File: src/rtl/scanPkg.sv
package scanPkg;
  typedef enum logic [1:0] {
    MODE_CONC  = 2'b00,
    MODE_BURST = 2'b01,
    MODE_PEEK  = 2'b10,
    MODE_TRIG  = 2'b11
  } scanMode_e;

  typedef enum logic [1:0] {
    ST_IDLE = 2'd0,
    ST_REQ  = 2'd1,
    ST_SEND = 2'd2
  } scanState_e;

  // strobes from control to datapath
  typedef struct packed {
    logic loadWord;
    logic advance;
  } scanStrobe_t;

  localparam int CTRL_WR_W = 5;
  localparam int CTRL_RD_W = 7;
  localparam int MODE_LSB  = 0;
  localparam int IM_BIT    = 2;
  localparam int GO_BIT    = 3;
  localparam int EN_BIT    = 4;
  localparam int BUSY_BIT  = 5;
  localparam int ABORT_BIT = 6;
endpackage

File: src/rtl/scanDatapath.sv
module scanDatapath
  import scanPkg::*;
#(
  parameter int AW        = 8,
  parameter int DW        = 16,
  parameter int MEM_WORDS = 200
) (
  input  logic          clk,
  input  logic          rstN,
  input  scanStrobe_t   strobe,
  input  logic          lowWr,
  input  logic          highWr,
  input  logic [AW-1:0] addrWrData,
  input  logic [DW-1:0] memRdata,
  output logic [AW-1:0] lowAddr,
  output logic [AW-1:0] highAddr,
  output logic [DW-1:0] wordQ,
  output logic          lowGtHigh,
  output logic          lowInvalid
);
  localparam int CW = AW + 1;
  localparam logic [CW-1:0] LIMIT = CW'(MEM_WORDS);

  always_ff @(posedge clk) begin
    if (!rstN) begin
      lowAddr  <= '0;
      highAddr <= '0;
      wordQ    <= '0;
    end else begin
      if (lowWr) lowAddr <= addrWrData;
      else if (strobe.advance) lowAddr <= lowAddr + 1'b1;
      if (highWr) highAddr <= addrWrData;
      if (strobe.loadWord) wordQ <= memRdata;
    end
  end

  assign lowGtHigh  = lowAddr > highAddr;
  assign lowInvalid = {1'b0, lowAddr} >= LIMIT;


  low_step_chk: assert property (@(posedge clk) disable iff (!rstN)
    (!$past(lowWr) && lowAddr != $past(lowAddr)) |-> lowAddr == AW'($past(lowAddr) + 1'b1));


  word_hold_chk: assert property (@(posedge clk) disable iff (!rstN)
    !$past(strobe.loadWord) |-> $stable(wordQ));
endmodule

File: src/rtl/scanCtrl.sv
module scanCtrl
  import scanPkg::*;
(
  input  logic                 clk,
  input  logic                 rstN,
  input  logic                 ctrlWr,
  input  logic [CTRL_WR_W-1:0] ctrlWrData,
  input  logic                 crcEn,
  input  logic                 crcGo,
  input  logic                 trigIn,
  input  logic                 cpuMemBusy,
  input  logic                 irqPending,
  input  logic                 irqInService,
  input  logic                 memGnt,
  input  logic                 crcReady,
  input  logic                 lowGtHigh,
  input  logic                 lowInvalid,
  output logic [CTRL_RD_W-1:0] ctrlRd,
  output logic                 memReq,
  output logic                 cpuStall,
  output logic                 irqHold,
  output logic                 crcValid,
  output scanStrobe_t          strobe
);
  logic       enQ, goQ, intModeQ, abortQ, trigQ, trigPending;
  scanMode_e  modeQ;
  scanState_e state;
  logic       pause, abortNow, hwClear, modeOk, startFetch, busy;

  assign pause    = intModeQ && (modeQ != MODE_PEEK) && irqInService;
  assign abortNow = !crcEn || !crcGo || lowInvalid;
  assign hwClear  = !crcGo || ((state == ST_IDLE) && (lowGtHigh || lowInvalid));

  always_comb begin
    unique case (modeQ)
      MODE_CONC:  modeOk = !cpuMemBusy;
      MODE_BURST: modeOk = 1'b1;
      MODE_PEEK:  modeOk = !cpuMemBusy;
      default:    modeOk = trigPending;
    endcase
  end

  assign startFetch = (state == ST_IDLE) && enQ && goQ && !pause && !hwClear && crcEn && modeOk;

  // register fields
  always_ff @(posedge clk) begin
    if (!rstN) begin
      enQ      <= 1'b0;
      goQ      <= 1'b0;
      intModeQ <= 1'b0;
      modeQ    <= MODE_CONC;
      abortQ   <= 1'b1;
    end else begin
      abortQ <= abortNow;
      if (ctrlWr) begin
        enQ      <= ctrlWrData[EN_BIT];
        goQ      <= ctrlWrData[GO_BIT] && !abortNow;
        intModeQ <= ctrlWrData[IM_BIT];
        modeQ    <= scanMode_e'(ctrlWrData[MODE_LSB +: 2]);
      end else if (hwClear) begin
        goQ <= 1'b0;
      end
    end
  end

  // trigger edge capture
  always_ff @(posedge clk) begin
    if (!rstN) begin
      trigQ       <= 1'b0;
      trigPending <= 1'b0;
    end else begin
      trigQ       <= trigIn;
      trigPending <= goQ && ((trigPending && !startFetch) || (trigIn && !trigQ));
    end
  end

  // fetch sequencing
  always_ff @(posedge clk) begin
    if (!rstN) begin
      state <= ST_IDLE;
    end else begin
      unique case (state)
        ST_IDLE: if (startFetch) state <= ST_REQ;
        ST_REQ:  if (memReq && memGnt) state <= ST_SEND;
        ST_SEND: if (crcReady) state <= ST_IDLE;
        default: state <= ST_IDLE;
      endcase
    end
  end

  assign memReq          = (state == ST_REQ) && !((modeQ == MODE_PEEK) && cpuMemBusy);
  assign crcValid        = (state == ST_SEND);
  assign strobe.loadWord = (state == ST_REQ) && memReq && memGnt;
  assign strobe.advance  = (state == ST_SEND) && crcReady;
  assign busy            = goQ || (state != ST_IDLE);

  always_comb begin
    unique case (modeQ)
      MODE_BURST: begin
        cpuStall = enQ && goQ && !pause;
        irqHold  = !intModeQ && irqPending && goQ;
      end
      MODE_PEEK: begin
        cpuStall = 1'b0;
        irqHold  = 1'b0;
      end
      default: begin
        cpuStall = (state == ST_REQ);
        irqHold  = !intModeQ && irqPending && (state == ST_REQ);
      end
    endcase
  end

  assign ctrlRd = {abortQ, busy, enQ, goQ, intModeQ, modeQ};


  crcgo_drop_chk: assert property (@(posedge clk) disable iff (!rstN)
    (goQ && !crcGo) |=> !goQ);


  go_needs_crc_chk: assert property (@(posedge clk) disable iff (!rstN)
    $rose(goQ) |-> $past(crcEn && crcGo && !lowInvalid));


  peek_req_chk: assert property (@(posedge clk) disable iff (!rstN)
    (memReq && cpuMemBusy) |-> (modeQ != MODE_PEEK));


  pause_hold_chk: assert property (@(posedge clk) disable iff (!rstN)
    ((state == ST_IDLE) && pause) |=> (state == ST_IDLE));


  crc_valid_hold_chk: assert property (@(posedge clk) disable iff (!rstN)
    (crcValid && !crcReady) |=> crcValid);
endmodule

File: src/rtl/memScanner.sv
module memScanner
  import scanPkg::*;
#(
  parameter int AW        = 8,
  parameter int DW        = 16,
  parameter int MEM_WORDS = 200
) (
  input  logic                 clk,
  input  logic                 rstN,
  input  logic                 ctrlWr,
  input  logic [CTRL_WR_W-1:0] ctrlWrData,
  input  logic                 lowWr,
  input  logic                 highWr,
  input  logic [AW-1:0]        addrWrData,
  output logic [CTRL_RD_W-1:0] ctrlRd,
  output logic [AW-1:0]        lowAddrRd,
  output logic [AW-1:0]        highAddrRd,
  input  logic                 crcEn,
  input  logic                 crcGo,
  input  logic                 trigIn,
  output logic                 memReq,
  output logic [AW-1:0]        memAddr,
  input  logic                 memGnt,
  input  logic [DW-1:0]        memRdata,
  input  logic                 cpuMemBusy,
  output logic                 cpuStall,
  input  logic                 irqPending,
  input  logic                 irqInService,
  output logic                 irqHold,
  output logic                 crcValid,
  output logic [DW-1:0]        crcData,
  input  logic                 crcReady
);
  scanStrobe_t strobe;
  logic        lowGtHigh, lowInvalid;
  logic [AW-1:0] lowAddr, highAddr;

  scanCtrl u_ctrl (
    .clk(clk), .rstN(rstN), .ctrlWr(ctrlWr), .ctrlWrData(ctrlWrData),
    .crcEn(crcEn), .crcGo(crcGo), .trigIn(trigIn), .cpuMemBusy(cpuMemBusy),
    .irqPending(irqPending), .irqInService(irqInService), .memGnt(memGnt),
    .crcReady(crcReady), .lowGtHigh(lowGtHigh), .lowInvalid(lowInvalid),
    .ctrlRd(ctrlRd), .memReq(memReq), .cpuStall(cpuStall), .irqHold(irqHold),
    .crcValid(crcValid), .strobe(strobe)
  );

  scanDatapath #(.AW(AW), .DW(DW), .MEM_WORDS(MEM_WORDS)) u_dp (
    .clk(clk), .rstN(rstN), .strobe(strobe), .lowWr(lowWr), .highWr(highWr),
    .addrWrData(addrWrData), .memRdata(memRdata), .lowAddr(lowAddr),
    .highAddr(highAddr), .wordQ(crcData), .lowGtHigh(lowGtHigh),
    .lowInvalid(lowInvalid)
  );

  assign lowAddrRd  = lowAddr;
  assign highAddrRd = highAddr;
  assign memAddr    = lowAddr;


  crc_data_hold_chk: assert property (@(posedge clk) disable iff (!rstN)
    (crcValid && !crcReady) |=> $stable(crcData) && $stable(lowAddr));


  conc_stall_chk: assert property (@(posedge clk) disable iff (!rstN)
    (ctrlRd[1:0] == MODE_CONC) |-> (cpuStall == memReq));
endmodule

File: config.mk
export PLATFORM = sky130hd
export DESIGN_NAME = memScanner
export DESIGN_NICKNAME = d
export VERILOG_FILES = /design/src/rtl/scanPkg.sv /design/src/rtl/scanDatapath.sv /design/src/rtl/scanCtrl.sv /design/src/rtl/memScanner.sv
export SDC_FILE = /design/constraint.sdc
export NUM_CORES = 1
export LEC_CHECK = 0
export BUFFER_PORTS_ARGS = -buffer_cell sky130_fd_sc_hd__buf_2
export CAP_MARGIN = 0
export CORE_MARGIN = 2
export CORE_UTILIZATION = 47
export CTS_CLUSTER_DIAMETER = 100
export DETAILED_ROUTE_END_ITERATION = 10
export PLACE_DENSITY = 0.81
export SLEW_MARGIN = 20
export SYNTH_ARGS = -nofsm -noshare
export SYNTH_HDL_FRONTEND = slang
export SYNTH_HIERARCHICAL = 1
export SYNTH_SLANG_ARGS = --single-unit
File: constraint.sdc
create_clock -name clk -period 3.05 [get_ports clk]
set_clock_uncertainty 0.2 [all_clocks]
set_input_delay 0.1525 -clock clk [delete_from_list [all_inputs] [get_ports clk]]
set_output_delay 0.1525 -clock clk [all_outputs]
set_load 0.03 [all_outputs]
==> impl_metrics.toml, run 1 <==
[sta]
setup_tns_ns = 0
rsz0062_at_grt = "no"
max-slew-margin-rel_pct = 67.0
timing.fmax_ghz = 0.427
hold_ws_ns = 0.0338
tightest_slew_ns = 0.495
min_period_over_period_pct = 76.8
slew_violations = 0
finalSetupViolCount = 0
period_needed_ns = 2.34
hold_viol_final = 0
worst_slack_ns = 0.706

[die]
die_area_um2 = 5070
num_rows = 24
die_y_um = 71.2
io_pins = 93
fp.dieW_um = 71.2
floorplan.initialDensity_pct = 48.8
core_area_um2 = 4350

[grt]
grt_use_total_pct = 21.1
overflow = 0
antenna_found_initial = 0
grt_first_pass_wirelength_um = 8450
grt_max_degree = 29
grt_pass1_vias = 1843

[logic_synthesis]
synth_warnings = 6
synth_common_cells = "dfxtp_1, nor2_1, mux2i_1, buf_4"
synthDistinctLibCells = 40
yosys.area.top_type = "dfxtp_1"
async_flop_share_pct = 0
synth_seq_cells = 42
syn_inst = 234
seq_area_frac_synth_pct = 39.6
synth.top_cell.area_share_pct = 39.6
synthFlopType = "dfxtp_1"
syn-num-nets = 289
synth.most_common_cell = "dfxtp_1"
synth_edf_count = 0
syn_area_um2 = 2120
yosys-top-cells-area = "dfxtp_1, mux2i_1, ha_1, nor2_1, buf_4"
synth.avg_cell_area_um2 = 9.08

[pwr]
combPwrFrac_pct = 19.3
switching_share_pct = 29.7
ir_drop_mv = 0.195
powerDensity_nw_per_um2 = 399
p_leak_nw = 1.40
p_int_mw = 0.835
switchingPower_mw = 0.352
seq_power_share_pct = 49.6
finalPower_mw = 1.19
clockPowerShare_pct = 31.2

[placed_design]
port_buffers = 92
dp_slack_ns = 0.729
placed_cell_area_um2 = 2510
dp_cells = 357
hpwl_um = 3740
gp_congestion = 0.890

[cells_and_area]
seq_area_um2 = 841
num_antenna_cells = 0
finalInstanceArea_um2 = 2980
multi_input_area_um2 = 1090
final_util_pct = 68.3
area_growth_pct = 40.0
nNetsFinal = 404
layout-drive-gt1-share_pct = 29.7
final_cells = 402
nFillCells = 358

[clocking]
cts-htree-levels = 2
cts_tree = "built"
path_clk_slew_ns = 0.09
numCtsBuffers = 5
clkLatencyLatePin_ns = 0.30
root_buffer = "clkbuf_8"
postCtsSetupBuffers = 0
cts.sink_count = 42
clock_path_buffers = 2

[worst_setup_path]
worst-path-buf-inv = 0
path_cells = "ha_1, nor2b_1, o21ai_0, a21boi_0, o31a_1, nor2_1, o31ai_1, or3b_1, a21boi_1"
end_kind = "register"
cp-start-kind = "register"
arrival_ns = 2.37
cp_data_required_time_ns = 3.08
critPathTopFamily = "compound AO/OA/AOI/OAI gates"
cp_max_fo = 9
cp_slowest_cell = "dfxtp_1"
max_stage_delay_ns = 0.49
critPathKind = "register to register"

[route]
first_iter_violations = 65
vias_per_cell = 4.99
drc = 0
routedWlPerCell_um = 13.7
ant_nets = 0
dr.pass1.iters = 5
drt-total-wl_um = 5500
vias = 2007

[min_path]
hp-class = "input pin to register"

[job]
cap_viol_max_count = 0

[status]
status = "finished, final reports clean"
logic make-up (layout without fill, tap and decap cells):
group | after synthesis | after routing | synth area share (%)
AOI/OAI and AO/OA | 30 | 30 | 8.66
buffers and inverters | 36 | 152 | 9.31
adders and majority gates | 13 | 13 | 7.66
xor gates and xnor gates | 7 | 7 | 2.89
DFF | 42 | 42 | 39.6
and+or+nand+nor | 75 | 75 | 17.3
muxes | 31 | 31 | 14.6
power by group through the flow:
stage	Combinational [mW]	Sequential, mW	Clock [mW]
finish	0.228	0.588	0.370
global route	0.248	0.591	0.403
CTS	0.227	0.588	0.382
detailed placement	0.192	0.600	0
global placement	0.188	0.599	0
floorplan	0.108	0.625	0
worst paths after layout:
| check | from | end | slack [ns] | cells after the start |
|---|---|---|---|---|
| worst max-delay path | u_dp/lowAddr[1]$_SDFFE_PN0P_ | u_ctrl/goQ$_SDFFE_PN0P_ | 0.71 | 9 |
| worst min-delay path | rstN | u_dp/lowAddr[6]$_SDFFE_PN0P_ | 0.03 | 3 |
| worst max register to register | u_dp/lowAddr[1]$_SDFFE_PN0P_ | u_ctrl/goQ$_SDFFE_PN0P_ | 0.71 | 9 |
| worst min register to register | u_ctrl/trigPending$_SDFF_PN0_ | u_ctrl/trigPending$_SDFF_PN0_ | 0.28 | 2 |
routing by layer:
metal  GRT usage (%)  up-vias  routed length [um]
met5               0        -                   0
met4            7.55        0                  87
met3            4.78        9                 321
met2            36.9       64                2760
met1            25.3      926                2330
li1                -     1008                   -
layout make-up:
class	instances	area share, %
well taps	52	2.19
multi-input cells	156	36.5
inverters	14	1.77
clock buffers	5	2.31
clock inverters	3	0.799
repair buffers	130	28.2
flip-flops and latches	42	28.3
flip-flops by register name, summed over array words and instances, names as in the netlist, 2 cells and up:
signal	cells
u_ctrl/state	2
u_dp/wordQ	16
u_dp/lowAddr	8
u_ctrl/modeQ	2
u_dp/highAddr	8
timing repair:
item                      4_1_cts  5_1_grt
hold buffers                   37        0
hold endpoints to repair       41        0
resized for setup               0        0
cell usage in the layout (no fill, tap or decap), drive strengths merged, types with 3 or more instances in the layout:
master        n
xor2          3
nor2b         5
ha           13
buf          93
o21ai         9
nand3         3
a21oi        11
nor2         37
nand4         5
nand2b        4
and2          3
inv          15
dfxtp        42
nand2         7
xnor2         4
dlygate4sd3  37
mux2i        31
clkbuf        5
worst reg2reg max path: stages (launching register included):
cell      delay, ns
dfxtp_1        0.49
ha_1           0.30
nor2b_1        0.13
o21ai_0        0.13
a21boi_0       0.10
o31a_1         0.24
nor2_1         0.10
o31ai_1        0.08
or3b_1         0.37
a21boi_1       0.14
Power figures use the tool's default switching activity.
==> run 2, diff against run 1 <==
CORE_UTILIZATION = 43   (was 47)
PLACE_DENSITY = 0.79   (was 0.81)
clock period = 2 ns   (was 3.05 ns; I/O delays follow)
==> run 2 against run 1 <==
Effect of this change: the run now ends with setup timing left; cell area grew 14%; clock-buffer cell count is the same; largest power group unchanged; sequential power grew 50%; sequential share of layout area shrank 1.7 points.
==> impl_metrics.toml, run 2 (synthesized netlist as in run 1, its figures left out) <==
[status]
status = "complete, but fails checks"
violations = "setup timing"

[cells_and_area]
seq_area_um2 = 900
nFillCells = 384
reg_top3 = "u_dp/wordQ: 16 flops, u_dp/highAddr: 8 flops, u_dp/lowAddr: 8 flops"
multi_input_area_um2 = 1200
finalInstanceArea_um2 = 3390
largest-register = "u_dp/wordQ"
layout-drive-gt1-share_pct = 42.8
final_cells = 443
area_growth_pct = 59.7
final_cell_mix = "buf_2, dlygate4sd3_1, nor2_1"
largest_reg_flops = 16
num_antenna_cells = 0
final_common_cell = "buf_2"
final_util_pct = 71.4
nNetsFinal = 430

[sta]
period_needed_ns = 2.14
timing.fmax_ghz = 0.468
hold_viol_final = 0
slew_violations = 0
finalSetupViolCount = 2
tightest_slew_ns = 0.488
setup_tns_ns = -0.193
rsz0062_at_grt = "yes"
max-slew-margin-rel_pct = 67.4
hold_ws_ns = 0.0604
worst_slack_ns = -0.136
min_period_over_period_pct = 107

[pwr]
switching_share_pct = 30.1
clockPowerShare_pct = 29.6
finalPower_mw = 1.90
p_int_mw = 1.33
combPwrFrac_pct = 24.1
switchingPower_mw = 0.572
powerDensity_nw_per_um2 = 560
p_leak_nw = 1.57
ir_drop_mv = 0.444
seq_power_share_pct = 46.3

[route]
drt-total-wl_um = 6260
dr.pass1.iters = 4
vias_per_cell = 4.84
drc = 0
vias = 2146
first_iter_violations = 104
ant_nets = 0
routedWlPerCell_um = 14.1

[grt]
antenna_found_initial = 0
grt_first_pass_wirelength_um = 9870
overflow = 0
grt_use_total_pct = 23.6
grt_pass1_vias = 2121
grt_max_degree = 29

[die]
io_pins = 93
num_rows = 25
die_y_um = 74.3
floorplan.initialDensity_pct = 44.7
die_area_um2 = 5520
core_area_um2 = 4750
fp.dieW_um = 74.3

[clocking]
postCtsSetupBuffers = 0
numCtsBuffers = 5
cts_tree = "built"
clkLatencyLatePin_ns = 0.30
root_buffer = "clkbuf_8"
cts.sink_count = 42
path_clk_slew_ns = 0.09
clock_path_buffers = 2
cts-htree-levels = 2

[min_path]
holdPathEnd = "u_dp/highAddr[2]$_SDFFE_PN0P_"
hp-class = "input pin to register"
min_from = "highWr"
holdPathStages = 3

[placed_design]
dp_slack_ns = -0.186
placed_cell_area_um2 = 2790
gp_congestion = 0.822
hpwl_um = 3880
dp_cells = 389
port_buffers = 92

[worst_setup_path]
end_kind = "register"
cp_data_required_time_ns = 2.03
cp-start-kind = "register"
rr_endpoint = "u_ctrl/goQ$_SDFFE_PN0P_"
r2r_slack_ns = -0.14
r2r_cells = 8
critPathKind = "register to register"
regToRegStartpoint = "u_dp/lowAddr[5]$_SDFFE_PN0P_"
arrival_ns = 2.17
cp_max_fo = 2

[job]
cap_viol_max_count = 0
run 2: changes by cell type in the layout (fill, tap and decap cells not counted), moves of 2 or more:
cell,before,now
dfxtp_4,0,15
dlygate4sd3_1,37,46
inv_1,13,7
and2_1,3,1
dfxtp_2,0,2
buf_4,1,17
dfxtp_1,42,25
clkinvlp_4,2,0
o21ai_0,8,6
inv_2,1,6
inv_4,0,2
ha_1,13,7
ha_4,0,5
run 2: layer usage:
layer	up-vias	part of all wire (%)	global-route usage, %
li1	1063	-	-
met5	-	0	0
met4	0	1.7	7.54
met2	70	52	42.1
met3	11	5.1	4.88
met1	1002	41	28.5
run 2: worst max-delay path, cell delays in order (launching register included):
cell      delay, ns
dfxtp_4        0.36
ha_4           0.24
a211oi_2       0.24
nor2_1         0.07
o31a_1         0.28
nor2_1         0.12
o31ai_2        0.08
or3b_1         0.35
a21boi_1       0.12
run 2: how the worst max path moves through the flow:
stage / start / end / slack (ns) / depth (start not counted)
after floorplan: u_dp/highAddr[4]$_SDFFE_PN0P_ / u_ctrl/goQ$_SDFFE_PN0P_ / -0.14 / 9
after global placement: u_dp/highAddr[4]$_SDFFE_PN0P_ / u_ctrl/goQ$_SDFFE_PN0P_ / -0.15 / 9
after detailed placement: u_dp/highAddr[4]$_SDFFE_PN0P_ / u_ctrl/goQ$_SDFFE_PN0P_ / -0.19 / 9
after CTS: u_dp/highAddr[6]$_SDFFE_PN0P_ / u_ctrl/goQ$_SDFFE_PN0P_ / -0.15 / 9
after global routing: u_dp/highAddr[1]$_SDFFE_PN0P_ / u_ctrl/goQ$_SDFFE_PN0P_ / -0.22 / 10
final: u_dp/lowAddr[5]$_SDFFE_PN0P_ / u_ctrl/goQ$_SDFFE_PN0P_ / -0.14 / 8
run 2: cell type report:
type | instances | area share [%]
multi-input combinational | 156 | 35.3
timing repair buffer | 156 | 31.5
sequential | 42 | 26.5
tap | 67 | 2.47
clock buffer | 5 | 2.03
inverter | 14 | 1.62
clock inverter | 3 | 0.590
run 2: timing repair:
| action | 4_1_cts | 5_1_grt |
|---|---|---|
| endpoints found under the hold margin | 42 | 0 |
| gates resized for setup | 3 | 11 |
| hold buffers | 46 | 0 |
| setup endpoints to repair | 3 | 6 |
| gates cloned | 0 | 0 |
| pin swaps | 5 | 5 |
run 2: power groups by stage:
stage | Sequential (mW) | Clock (mW) | Combinational [mW]
5_1_grt | 0.885 | 0.612 | 0.499
3_3_place_gp | 0.895 | 0 | 0.354
6_report | 0.880 | 0.563 | 0.459
4_1_cts | 0.878 | 0.572 | 0.439
2_1_floorplan | 0.952 | 0 | 0.179
3_5_place_dp | 0.898 | 0 | 0.359
==> run 3, diff against run 2 <==
CTS_BUF_LIST = sky130_fd_sc_hd__clkbuf_16   (was not set)
==> run 3 against run 2 <==
Effect of this change: the flow finishes with violations (hold timing, setup timing); critical path depth up 1; sequential power about the same; clock-buffer cell count unchanged; worst hold slack worse by 0.11 ns; largest cell class unchanged.
==> impl_metrics.toml, run 3 (synthesized netlist as in run 1, its figures left out) <==
[cells_and_area]
layout-drive-gt1-share_pct = 43.9
area_growth_pct = 58.1
largest_reg_flops = 16
largest-register = "u_dp/wordQ"
num_antenna_cells = 0
nFillCells = 377
reg_top3 = "u_dp/wordQ: 16 flops, u_dp/highAddr: 8 flops, u_dp/lowAddr: 8 flops"
nNetsFinal = 421
final_cell_mix = "buf_2, dlygate4sd3_1, nor2_1"
final_common_cell = "buf_2"

[sta]
max-slew-margin-rel_pct = 67.3
hold_ws_ns = -0.0524
setup_tns_ns = -0.182
slew_violations = 0
rsz0062_at_grt = "yes"
tightest_slew_ns = 0.490
period_needed_ns = 2.13
hold_viol_final = 1
timing.fmax_ghz = 0.470
worst_slack_ns = -0.128
finalSetupViolCount = 2
min_period_over_period_pct = 106

[die]
die_area_um2 = 5520
floorplan.initialDensity_pct = 44.7
die_y_um = 74.3
io_pins = 93
core_area_um2 = 4750
num_rows = 25
fp.dieW_um = 74.3

[route]
vias = 2130
dr.pass1.iters = 4
vias_per_cell = 4.91
drt-total-wl_um = 6000
drc = 0
routedWlPerCell_um = 13.8
first_iter_violations = 67
ant_nets = 0

[pwr]
combPwrFrac_pct = 20.8
switchingPower_mw = 0.587
p_int_mw = 1.53
seq_power_share_pct = 41.5
p_leak_nw = 1.56
powerDensity_nw_per_um2 = 631
ir_drop_mv = 0.547
switching_share_pct = 27.7
clockPowerShare_pct = 37.7
finalPower_mw = 2.12

[worst_setup_path]
end_kind = "register"
cp_data_required_time_ns = 2.01
arrival_ns = 2.14
cp-start-kind = "register"
cp_max_fo = 2
critPathKind = "register to register"

[clocking]
cts_tree = "built"
clkLatencyLatePin_ns = 0.28
cts-htree-levels = 2
numCtsBuffers = 5
path_clk_slew_ns = 0.06
postCtsHoldBufs = 37
clock_path_buffers = 2
cts.sink_count = 42
root_buffer = "clkbuf_16"

[grt]
grt_first_pass_wirelength_um = 9350
grt_use_total_pct = 22.2
overflow = 0
grt_pass1_vias = 2092
grt_max_degree = 29
antenna_found_initial = 0

[job]
cap_viol_max_count = 0

[min_path]
hp-class = "input pin to register"

[placed_design]
gp_congestion = 0.822
port_buffers = 92
hpwl_um = 3880

[status]
status = "complete, but fails checks"
violations = "hold timing, setup timing"
==> run 3: cell type report <==
cell class	count	area (um^2)	share of cell area (%)
tap	67	83.8	2.50
timing repair buffer	147	978	29.1
sequential	42	900	26.8
clock inverter	3	20.0	0.596
multi-input combinational	156	1200	35.6
clock buffer	5	125	3.72
inverter	14	55.1	1.64
==> run 3: path summary, 6_finish.rpt <==
kind | from | slack, ns | endpoint | depth (start not counted)
min reg2reg | u_dp/wordQ[3]$_SDFFE_PN0P_ | 0.29 | u_dp/wordQ[3]$_SDFFE_PN0P_ | 2
max | u_dp/highAddr[5]$_SDFFE_PN0P_ | -0.13 | u_ctrl/goQ$_SDFFE_PN0P_ | 9
max reg2reg | u_dp/highAddr[5]$_SDFFE_PN0P_ | -0.13 | u_ctrl/goQ$_SDFFE_PN0P_ | 9
min | rstN | -0.05 | u_ctrl/abortQ$_SDFF_PN1_ | 2
==> run 3: power by group through the flow <==
stage / registers (mW) / logic (mW) / clock network, mW
after detailed placement: 0.898 / 0.359 / 0
after floorplan: 0.952 / 0.179 / 0
final: 0.880 / 0.441 / 0.801
after global routing: 0.885 / 0.481 / 0.857
after global placement: 0.895 / 0.354 / 0
after CTS: 0.879 / 0.424 / 0.815
==> run 3: through the flow <==
stage          utilization [%]  cell area [um^2]  cells  hold slack (ns)  setup slack [ns]
6_report                  70.7              3360    434          -0.0524            -0.128
5_1_grt                   70.7              3360    434          -0.0472            -0.211
4_1_cts                   69.8              3320    434          -0.0604            -0.149
3_5_place_dp              58.8              2790    389            0.139            -0.186
3_3_place_gp              58.8              2790    389            0.133            -0.152
2_1_floorplan                -              2250    234           0.0284            -0.141
==> run 3: worst max-delay path: stages (launching register included) <==
cell      delay (ns)
dfxtp_4         0.34
inv_2           0.04
ha_4            0.21
a211oi_2        0.24
nor2_1          0.07
o31a_1          0.28
nor2_1          0.12
o31ai_2         0.08
or3b_1          0.35
a21boi_1        0.13
==> run 3: routing by layer <==
metal	up-vias	part of all wire (%)	GRT usage, %	wire length [um]
li1	1051	-	-	-
met1	983	40	26.5	2410
met2	84	51	39.0	3060
met3	12	6.8	5.28	409
met4	0	2.0	7.74	120
met5	-	0	0	0
==> run 3: timing repair <==
item | in CTS | in global routing
pin swaps | 5 | 5
setup endpoints to repair | 3 | 5
resized for setup | 3 | 11
hold endpoints to repair | 42 | 1
buffers inserted | 0 | 0
